<file path="src/rtl/pinmux_pkg.sv">
`timescale 1ns/1ps
package pinmux_pkg;
  localparam int unsigned ADDR_W = 3;

  typedef enum logic [ADDR_W-1:0] {
    A_FEN  = 3'd0,
    A_MUX  = 3'd1,
    A_DOUT = 3'd2,
    A_DIR  = 3'd3,
    A_PIN  = 3'd4
  } reg_addr_e;
endpackage

</file>
<file path="src/rtl/pinmux_sync.sv">
`timescale 1ns/1ps
module pinmux_sync #(
  parameter int unsigned W      = 16,
  parameter int unsigned STAGES = 2
) (
  input  logic         clk,
  input  logic         rst_n,
  input  logic [W-1:0] d,
  output logic [W-1:0] q
);
  logic [STAGES-1:0][W-1:0] stg;

  for (genvar s = 0; s < STAGES; s++) begin : g_stage
    always_ff @(posedge clk or negedge rst_n) begin
      if (!rst_n) stg[s] <= '0;
      else if (s == 0) stg[s] <= d;
      else stg[s] <= stg[(s == 0) ? 0 : s-1];
    end
  end

  assign q = stg[STAGES-1];
endmodule

</file>
<file path="src/rtl/pinmux_regs.sv">
`timescale 1ns/1ps
module pinmux_regs
  import pinmux_pkg::*;
#(
  parameter int unsigned PINS   = 16,
  parameter int unsigned SEL_W  = 2,
  parameter int unsigned DATA_W = 32,
  localparam int unsigned MUX_W = PINS * SEL_W
) (
  input  logic              clk,
  input  logic              rst_n,
  input  logic              we,
  input  logic [ADDR_W-1:0] addr,
  input  logic [DATA_W-1:0] wdata,
  input  logic [PINS-1:0]   pin_sync,
  output logic [DATA_W-1:0] rdata,
  output logic [PINS-1:0]   fen,
  output logic [MUX_W-1:0]  mux,
  output logic [PINS-1:0]   dout,
  output logic [PINS-1:0]   dir
);
  always_ff @(posedge clk or negedge rst_n) begin
    if (!rst_n) begin
      fen  <= '0;
      mux  <= '0;
      dout <= '0;
      dir  <= '0;
    end else if (we) begin
      case (addr)
        A_FEN:   fen  <= wdata[PINS-1:0];
        A_MUX:   mux  <= wdata[MUX_W-1:0];
        A_DOUT:  dout <= wdata[PINS-1:0];
        A_DIR:   dir  <= wdata[PINS-1:0];
        default: ;
      endcase
    end
  end

  always_comb begin
    case (addr)
      A_FEN:   rdata = DATA_W'(fen);
      A_MUX:   rdata = DATA_W'(mux);
      A_DOUT:  rdata = DATA_W'(dout);
      A_DIR:   rdata = DATA_W'(dir);
      A_PIN:   rdata = DATA_W'(pin_sync);
      default: rdata = '0;
    endcase
  end
endmodule

</file>
<file path="src/rtl/pinmux_route.sv">
`timescale 1ns/1ps
module pinmux_route #(
  parameter int unsigned PINS  = 16,
  parameter int unsigned FUNCS = 4,
  parameter int unsigned SEL_W = 2,
  localparam int unsigned MUX_W = PINS * SEL_W,
  localparam int unsigned PER_W = PINS * FUNCS
) (
  input  logic [PINS-1:0]  fen,
  input  logic [MUX_W-1:0] mux,
  input  logic [PINS-1:0]  dout,
  input  logic [PINS-1:0]  dir,
  input  logic [PER_W-1:0] per_out,
  input  logic [PER_W-1:0] per_oe,
  output logic [PINS-1:0]  pad_out,
  output logic [PINS-1:0]  pad_oe
);
  for (genvar n = 0; n < PINS; n++) begin : g_pin
    logic [SEL_W-1:0] sel;
    logic [FUNCS-1:0] fo, fe;

    assign sel = mux[n*SEL_W +: SEL_W];

    for (genvar f = 0; f < FUNCS; f++) begin : g_fn
      assign fo[f] = per_out[f*PINS + n];
      assign fe[f] = per_oe[f*PINS + n];
    end

    assign pad_out[n] = fen[n] ? fo[sel] : dout[n];
    assign pad_oe[n]  = fen[n] ? fe[sel] : dir[n];
  end
endmodule

</file>
<file path="src/rtl/gpio_pinmux.sv">
`timescale 1ns/1ps
module gpio_pinmux
  import pinmux_pkg::*;
#(
  parameter int unsigned PINS   = 16,
  parameter int unsigned FUNCS  = 4,
  parameter int unsigned DATA_W = 32,
  parameter int unsigned SYNC_N = 2,
  localparam int unsigned SEL_W = $clog2(FUNCS),
  localparam int unsigned MUX_W = PINS * SEL_W,
  localparam int unsigned PER_W = PINS * FUNCS
) (
  input  logic              clk,
  input  logic              rst_n,
  input  logic              reg_we,
  input  logic [ADDR_W-1:0] reg_addr,
  input  logic [DATA_W-1:0] reg_wdata,
  output logic [DATA_W-1:0] reg_rdata,
  input  logic [PINS-1:0]   pad_in,
  output logic [PINS-1:0]   pad_out,
  output logic [PINS-1:0]   pad_oe,
  input  logic [PER_W-1:0]  per_out,
  input  logic [PER_W-1:0]  per_oe,
  output logic [PINS-1:0]   tap_in
);
  logic [PINS-1:0]  fen_q, dout_q, dir_q, pin_s;
  logic [MUX_W-1:0] mux_q;

  // Input taps: raw pad values, no gating.
  assign tap_in = pad_in;

  pinmux_sync #(.W(PINS), .STAGES(SYNC_N)) u_sync (
    .clk(clk), .rst_n(rst_n), .d(pad_in), .q(pin_s)
  );

  pinmux_regs #(.PINS(PINS), .SEL_W(SEL_W), .DATA_W(DATA_W)) u_regs (
    .clk(clk), .rst_n(rst_n), .we(reg_we), .addr(reg_addr),
    .wdata(reg_wdata), .pin_sync(pin_s), .rdata(reg_rdata),
    .fen(fen_q), .mux(mux_q), .dout(dout_q), .dir(dir_q)
  );

  pinmux_route #(.PINS(PINS), .FUNCS(FUNCS), .SEL_W(SEL_W)) u_route (
    .fen(fen_q), .mux(mux_q), .dout(dout_q), .dir(dir_q),
    .per_out(per_out), .per_oe(per_oe),
    .pad_out(pad_out), .pad_oe(pad_oe)
  );
endmodule

</file>
<file path="config.mk">
export PLATFORM = sky130hd
export DESIGN_NAME = gpio_pinmux
export DESIGN_NICKNAME = d
export VERILOG_FILES = /design/src/rtl/pinmux_pkg.sv /design/src/rtl/pinmux_sync.sv /design/src/rtl/pinmux_regs.sv /design/src/rtl/pinmux_route.sv /design/src/rtl/gpio_pinmux.sv
export SDC_FILE = /design/constraint.sdc
export NUM_CORES = 1
export LEC_CHECK = 0
export ABC_AREA = 1
export CAP_MARGIN = 10
export CORE_MARGIN = 8
export CORE_UTILIZATION = 48
export DETAILED_ROUTE_END_ITERATION = 8
export GPL_ROUTABILITY_DRIVEN = 0
export GPL_TIMING_DRIVEN = 0
export PLACE_DENSITY = 0.87
export SKIP_CTS_REPAIR_TIMING = 1
export SYNTH_ARGS = -nofsm -noshare
export SYNTH_HDL_FRONTEND = slang
export SYNTH_SLANG_ARGS = --single-unit
</file>
<file path="constraint.sdc">
create_clock -name clk -period 3.1 [get_ports clk]
set_input_delay 0.465 -clock clk [delete_from_list [all_inputs] [get_ports clk]]
set_output_delay 0.465 -clock clk [all_outputs]
set_load 0.1 [all_outputs]
</file>
=== Yosys cells after proc, flatten, opt, wreduce, memory -nomap -nowiden ===
Cells that the tools add are included.

* Register bits: 112
* Bits in latches: 0
* Memory bits (writable): 0
* Bits in read-only memories: 0
* Input port bits: 182
* Output and inout bits: 80
* Logic and storage cells: 128
* Memories kept: 0

* Add/subtract/negate cells: 0
* $mul: 0
* Divide/modulo/power cells: 0
* Order comparisons: 16
* Equality and inequality tests: 4
* Shifts and indexed selects: 0
* Muxes and demuxes: 97
* Bitwise gates (word level): 0
* Reduce and logical (&&, ||, !) cells: 5

{| class="wikitable"
|+ Operators by type and width
! kind !! count
|-
| 32-bit one-hot mux with 5 select lines || 1
|-
| 1-bit binary-select mux with 2-bit select || 32
|-
| 1-bit two-way mux || 64
|-
| 2-bit by 3-bit less-than comparator with 1-bit output, second input constant || 16
|-
| 2-bit AND reduction || 4
|-
| 3-bit by 2-bit equality test with 1-bit output, second input constant || 2
|-
| 3-bit by 1-bit equality test with 1-bit output, second input constant || 1
|-
| 3-bit equality test, second input constant || 1
|-
| 3-bit zero test || 1
|}

=== Logic depth before layout (Yosys ltp) ===
Gate-level depths: netlist of run 1.

* Word-level depth: 3
* Mapped depth: 9
* Gate-level depth less buffers: 7

=== Cells and area by module ===
A second synthesis of run 1 with hierarchy kept.

* Cells, all modules: 1,087
* Area, all modules: 7,093.1 um^2

{| class="wikitable"
|+ By module, submodules not included
! module !! instances !! cells each !! area an instance (um^2) !! seq. area each (um^2)
|-
| pinmux_regs || 1 || 527 || 4,110.2 || 2,001.9
|-
| pinmux_route || 1 || 496 || 1,941.9 || 0.0
|-
| pinmux_sync || 1 || 48 || 920.9 || 800.8
|-
| gpio_pinmux || 1 || 16 || 120.1 || 0.0
|}

=== Worst setup path before layout of run 1 ===
OpenSTA, ideal clock, no wires.

* Kind: in2out
* Start: input port reg_addr[2]
* End: output port reg_rdata[16]
* Arrival: 2,320 ps
* Data required time: 2,635 ps
* Slack: 315 ps
* Cell stages on the path: 5
* Path buffers: 2
* Cells stage by stage: buf_6 nor2_8 nand2_4 buf_1 nor2_1

* Longest elaborated chain between the ends: 2
* Elaborated cells on any way between the ends: 6
* Those cells by class: 4 x eq/ne; 1 x mux; 1 x reduce/logical

{| class="wikitable"
|+ RTL lines
! element !! line !! text
|-
| start, declared || gpio_pinmux.sv:16 || <nowiki>input logic [ADDR_W-1:0] reg_addr,</nowiki>
|-
| 3-bit equality test (tied with other cells) || pinmux_regs.sv:40 || <nowiki>case (addr)</nowiki>
|-
| 32-bit one-hot mux with 5 select lines * || pinmux_regs.sv:40 ||
|-
| end, declared || gpio_pinmux.sv:18 || <nowiki>output logic [DATA_W-1:0] reg_rdata,</nowiki>
|}

Every way passes the cells marked *; elsewhere a longest branch is shown, timed or not.

=== Worst setup path in the final report of run 1 ===
* Start: input port reg_addr[2]
* End: output port reg_rdata[31]

The elaborated chain is that of the path after synthesis.

==> metrics.txt, run 1 <==
Worst VDD drop=380.0 uV; first-pass GRT wire length=37200 um; Core ar.=13720 um^2; Final Util=0.7175; # DRC=0; vias in the first global route=7413; CTS clock-pin slew for the worst setup and hold paths=0.08 ns; via count=7596; unrepaired setup endpoints after global routing=no; # setup viols final=0; Tmin final=3.036 ns; Yosys Warn Count=0; syn avg cell area=6.528 um^2; slowest stage delay, CP=1.15 ns; Final Hold Slack=0.1591 ns; Setup Skew=0.0008494 ns; n_diodes=0; Area growth, synth to finish=47.24%; Via density=5.136; Final Max Slew Viols=0; Die Wd=134.0 um; Tcrit/Tclk final=0.9795; Mapped Cells=1024; HPWL Detailed=18550 um; startpoint types=primary input; Setup crit end kind=primary output; I/O pin cnt=262; Routed Antenna Nets=0; synthesized flop and latch total=112; CTS tree=built; cell family with the largest share of critical-path delay=buffers and inverters; crit path DAT=2.57 ns; grt ovf=0; GRT Overall Usage=0.2599; WL per Instance=16.27 um; pin count of the biggest net entering global routing=58; Bufs and invs on worst path=3; clk sinks=112; status=completed; H-tree Lvls=3; share of post-route cells with drive strength above 1=0.05389; Netlist Area Pre-Place=6685 um^2; Multi-input gate area=2893 um^2; clk root buf=clkbuf_16; Worst Hold Class=primary input to async pin; Final Hold Violating Endpoints=0; 1st-pass router iterations=8; FMAX=0.3293 GHz; WP data required=2.63 ns; Synth cell types=21; post-synthesis sequential area ratio=0.4192; Max Cap Viol=0; Net Count, Synth=1206; dpl cells=1463; Leak=5.570 nW; Non-Filler Instances=1479; fillcell total=1063; CP max stage cell=clkdlybuf4s50_1; CTS Buffer Depth=2; PD cells=602.1 nW/um^2; Reg area=2803 um^2; max_slew headroom=0.3048; CTS Buf Count=9; worst setup path class=primary input to primary output; final WL=24070 um; DRT iter0 DRCs=862; Post-layout nets=1476; initial antenna violation count=0; critical-path cell list=buf_6 > nor2_8 > nand2_4 > buf_1 > nor2_1 > clkdlybuf4s50_1; port bufs=258; Die H=134.0 um; final setup margin=0.06365 ns; Initial Utilization=0.4873; Least-Margin Pin Slew=1.039 ns; post-place setup slack=-0.03581 ns; Clk Latency, worst-skew pair=0.34 ns; row cnt=43; die area=17960 um^2; critical-path maximum fanout=10
==> worst paths after layout <==
check / slack [ns] / endpoint / from / depth (start not counted)
worst max-delay path: 0.06 / reg_rdata[31] / reg_addr[2] / 6
worst min-delay path: 0.16 / u_regs.mux[29]$_DFFE_PN0P_ / rst_n / 1
worst max register to register: 2.23 / u_regs.mux[10]$_DFFE_PN0P_ / u_regs.mux[10]$_DFFE_PN0P_ / 2
worst min register to register: 0.35 / u_sync.q[11]$_DFF_PN0_ / u_sync.stg[11]$_DFF_PN0_ / 0
max in group asynchronous: 2.20 / u_sync.q[0]$_DFF_PN0_ / rst_n / 2
min in group clk: 0.35 / u_sync.q[11]$_DFF_PN0_ / u_sync.stg[11]$_DFF_PN0_ / 0
==> cells in the final DEF, fill, tap and decap left out, drive strengths merged <==
master	synthesis	layout
nand3	113	113
nand2	467	467
inv	182	183
dlymetal6s2s	0	21
o21ai	48	48
nor2	39	39
dfrtp	112	112
clkinv	1	5
nand4	16	16
clkbuf	3	13
buf	43	45
clkinvlp	0	1
clkdlybuf4s50	0	236
==> report_power, final <==
part	internal, W	switching [W]	total [W]
logic	0.000816	0.00209	0.00290
clock network	0.000549	0.000539	0.00109
registers	0.00169	0.000246	0.00194
==> synth_stat cells (all sizes together) <==
cell type	n	area, um^2
nand2	467	1770
inv	182	683.2
nand3	113	578.1
dfrtp	112	2803
o21ai	48	240.2
buf	43	290.3
nor2	39	204.0
nand4	16	100.1
clkbuf	3	11.26
clkinv	1	5.000
==> metrics by stage <==
step / total power (W) / instance area [um^2] / setup TNS, ns
after global placement: 0.004792 / 9493 / -303.00
after detailed placement: 0.004841 / 9518 / -0.06062
after CTS: 0.005921 / 9791 / -0.08103
final: 0.005926 / 9843 / 0
after global routing: 0.006187 / 9843 / 0
after floorplan: 0.003969 / 6685 / 0
==> registers in the layout, summed over array words and instances, names as in the netlist <==
| register | count |
|---|---|
| u_regs.fen | 16 |
| u_sync.stg | 16 |
| u_regs.dir | 16 |
| u_regs.dout | 16 |
| u_sync.q | 16 |
| u_regs.mux | 32 |
==> per-layer routing <==
layer	vias up	wire, um	global-route usage
li1	3614	-	-
met1	3498	9140	0.3161
met2	432	11730	0.4451
met3	52	2567	0.06582
met4	0	626	0.07424
met5	-	0	0
==> cell families (layout without fill, tap and decap cells) <==
kind of cell    after synthesis  count (layout)  share of synthesized area
compound gates               48              48                    0.03593
simple gates                635             635                     0.3968
flops                       112             112                     0.4192
buf+inv                     229             504                     0.1480
==> final cells by class <==
cell class | count | area share
Clock buffer | 10 | 0.02326
Multi-Input combinational cell | 683 | 0.2939
Sequential cell | 112 | 0.2847
Buffer | 46 | 0.03063
Timing Repair Buffer | 259 | 0.2702
Inverter | 183 | 0.06991
Tap cell | 180 | 0.02288
Clock inverter | 6 | 0.004449
(Power assumes the default switching activity.)
==> run 2, diff against run 1 <==
--- a/config.mk
+++ b/config.mk
@@ -12,6 +12,7 @@
 export DETAILED_ROUTE_END_ITERATION = 8
 export GPL_ROUTABILITY_DRIVEN = 0
 export GPL_TIMING_DRIVEN = 0
+export HOLD_SLACK_MARGIN = 0.15
 export PLACE_DENSITY = 0.87
 export SKIP_CTS_REPAIR_TIMING = 1
 export SYNTH_ARGS = -nofsm -noshare
==> results of run 2 <==
Final layout, timing and power as in run 1 (identical DEF).
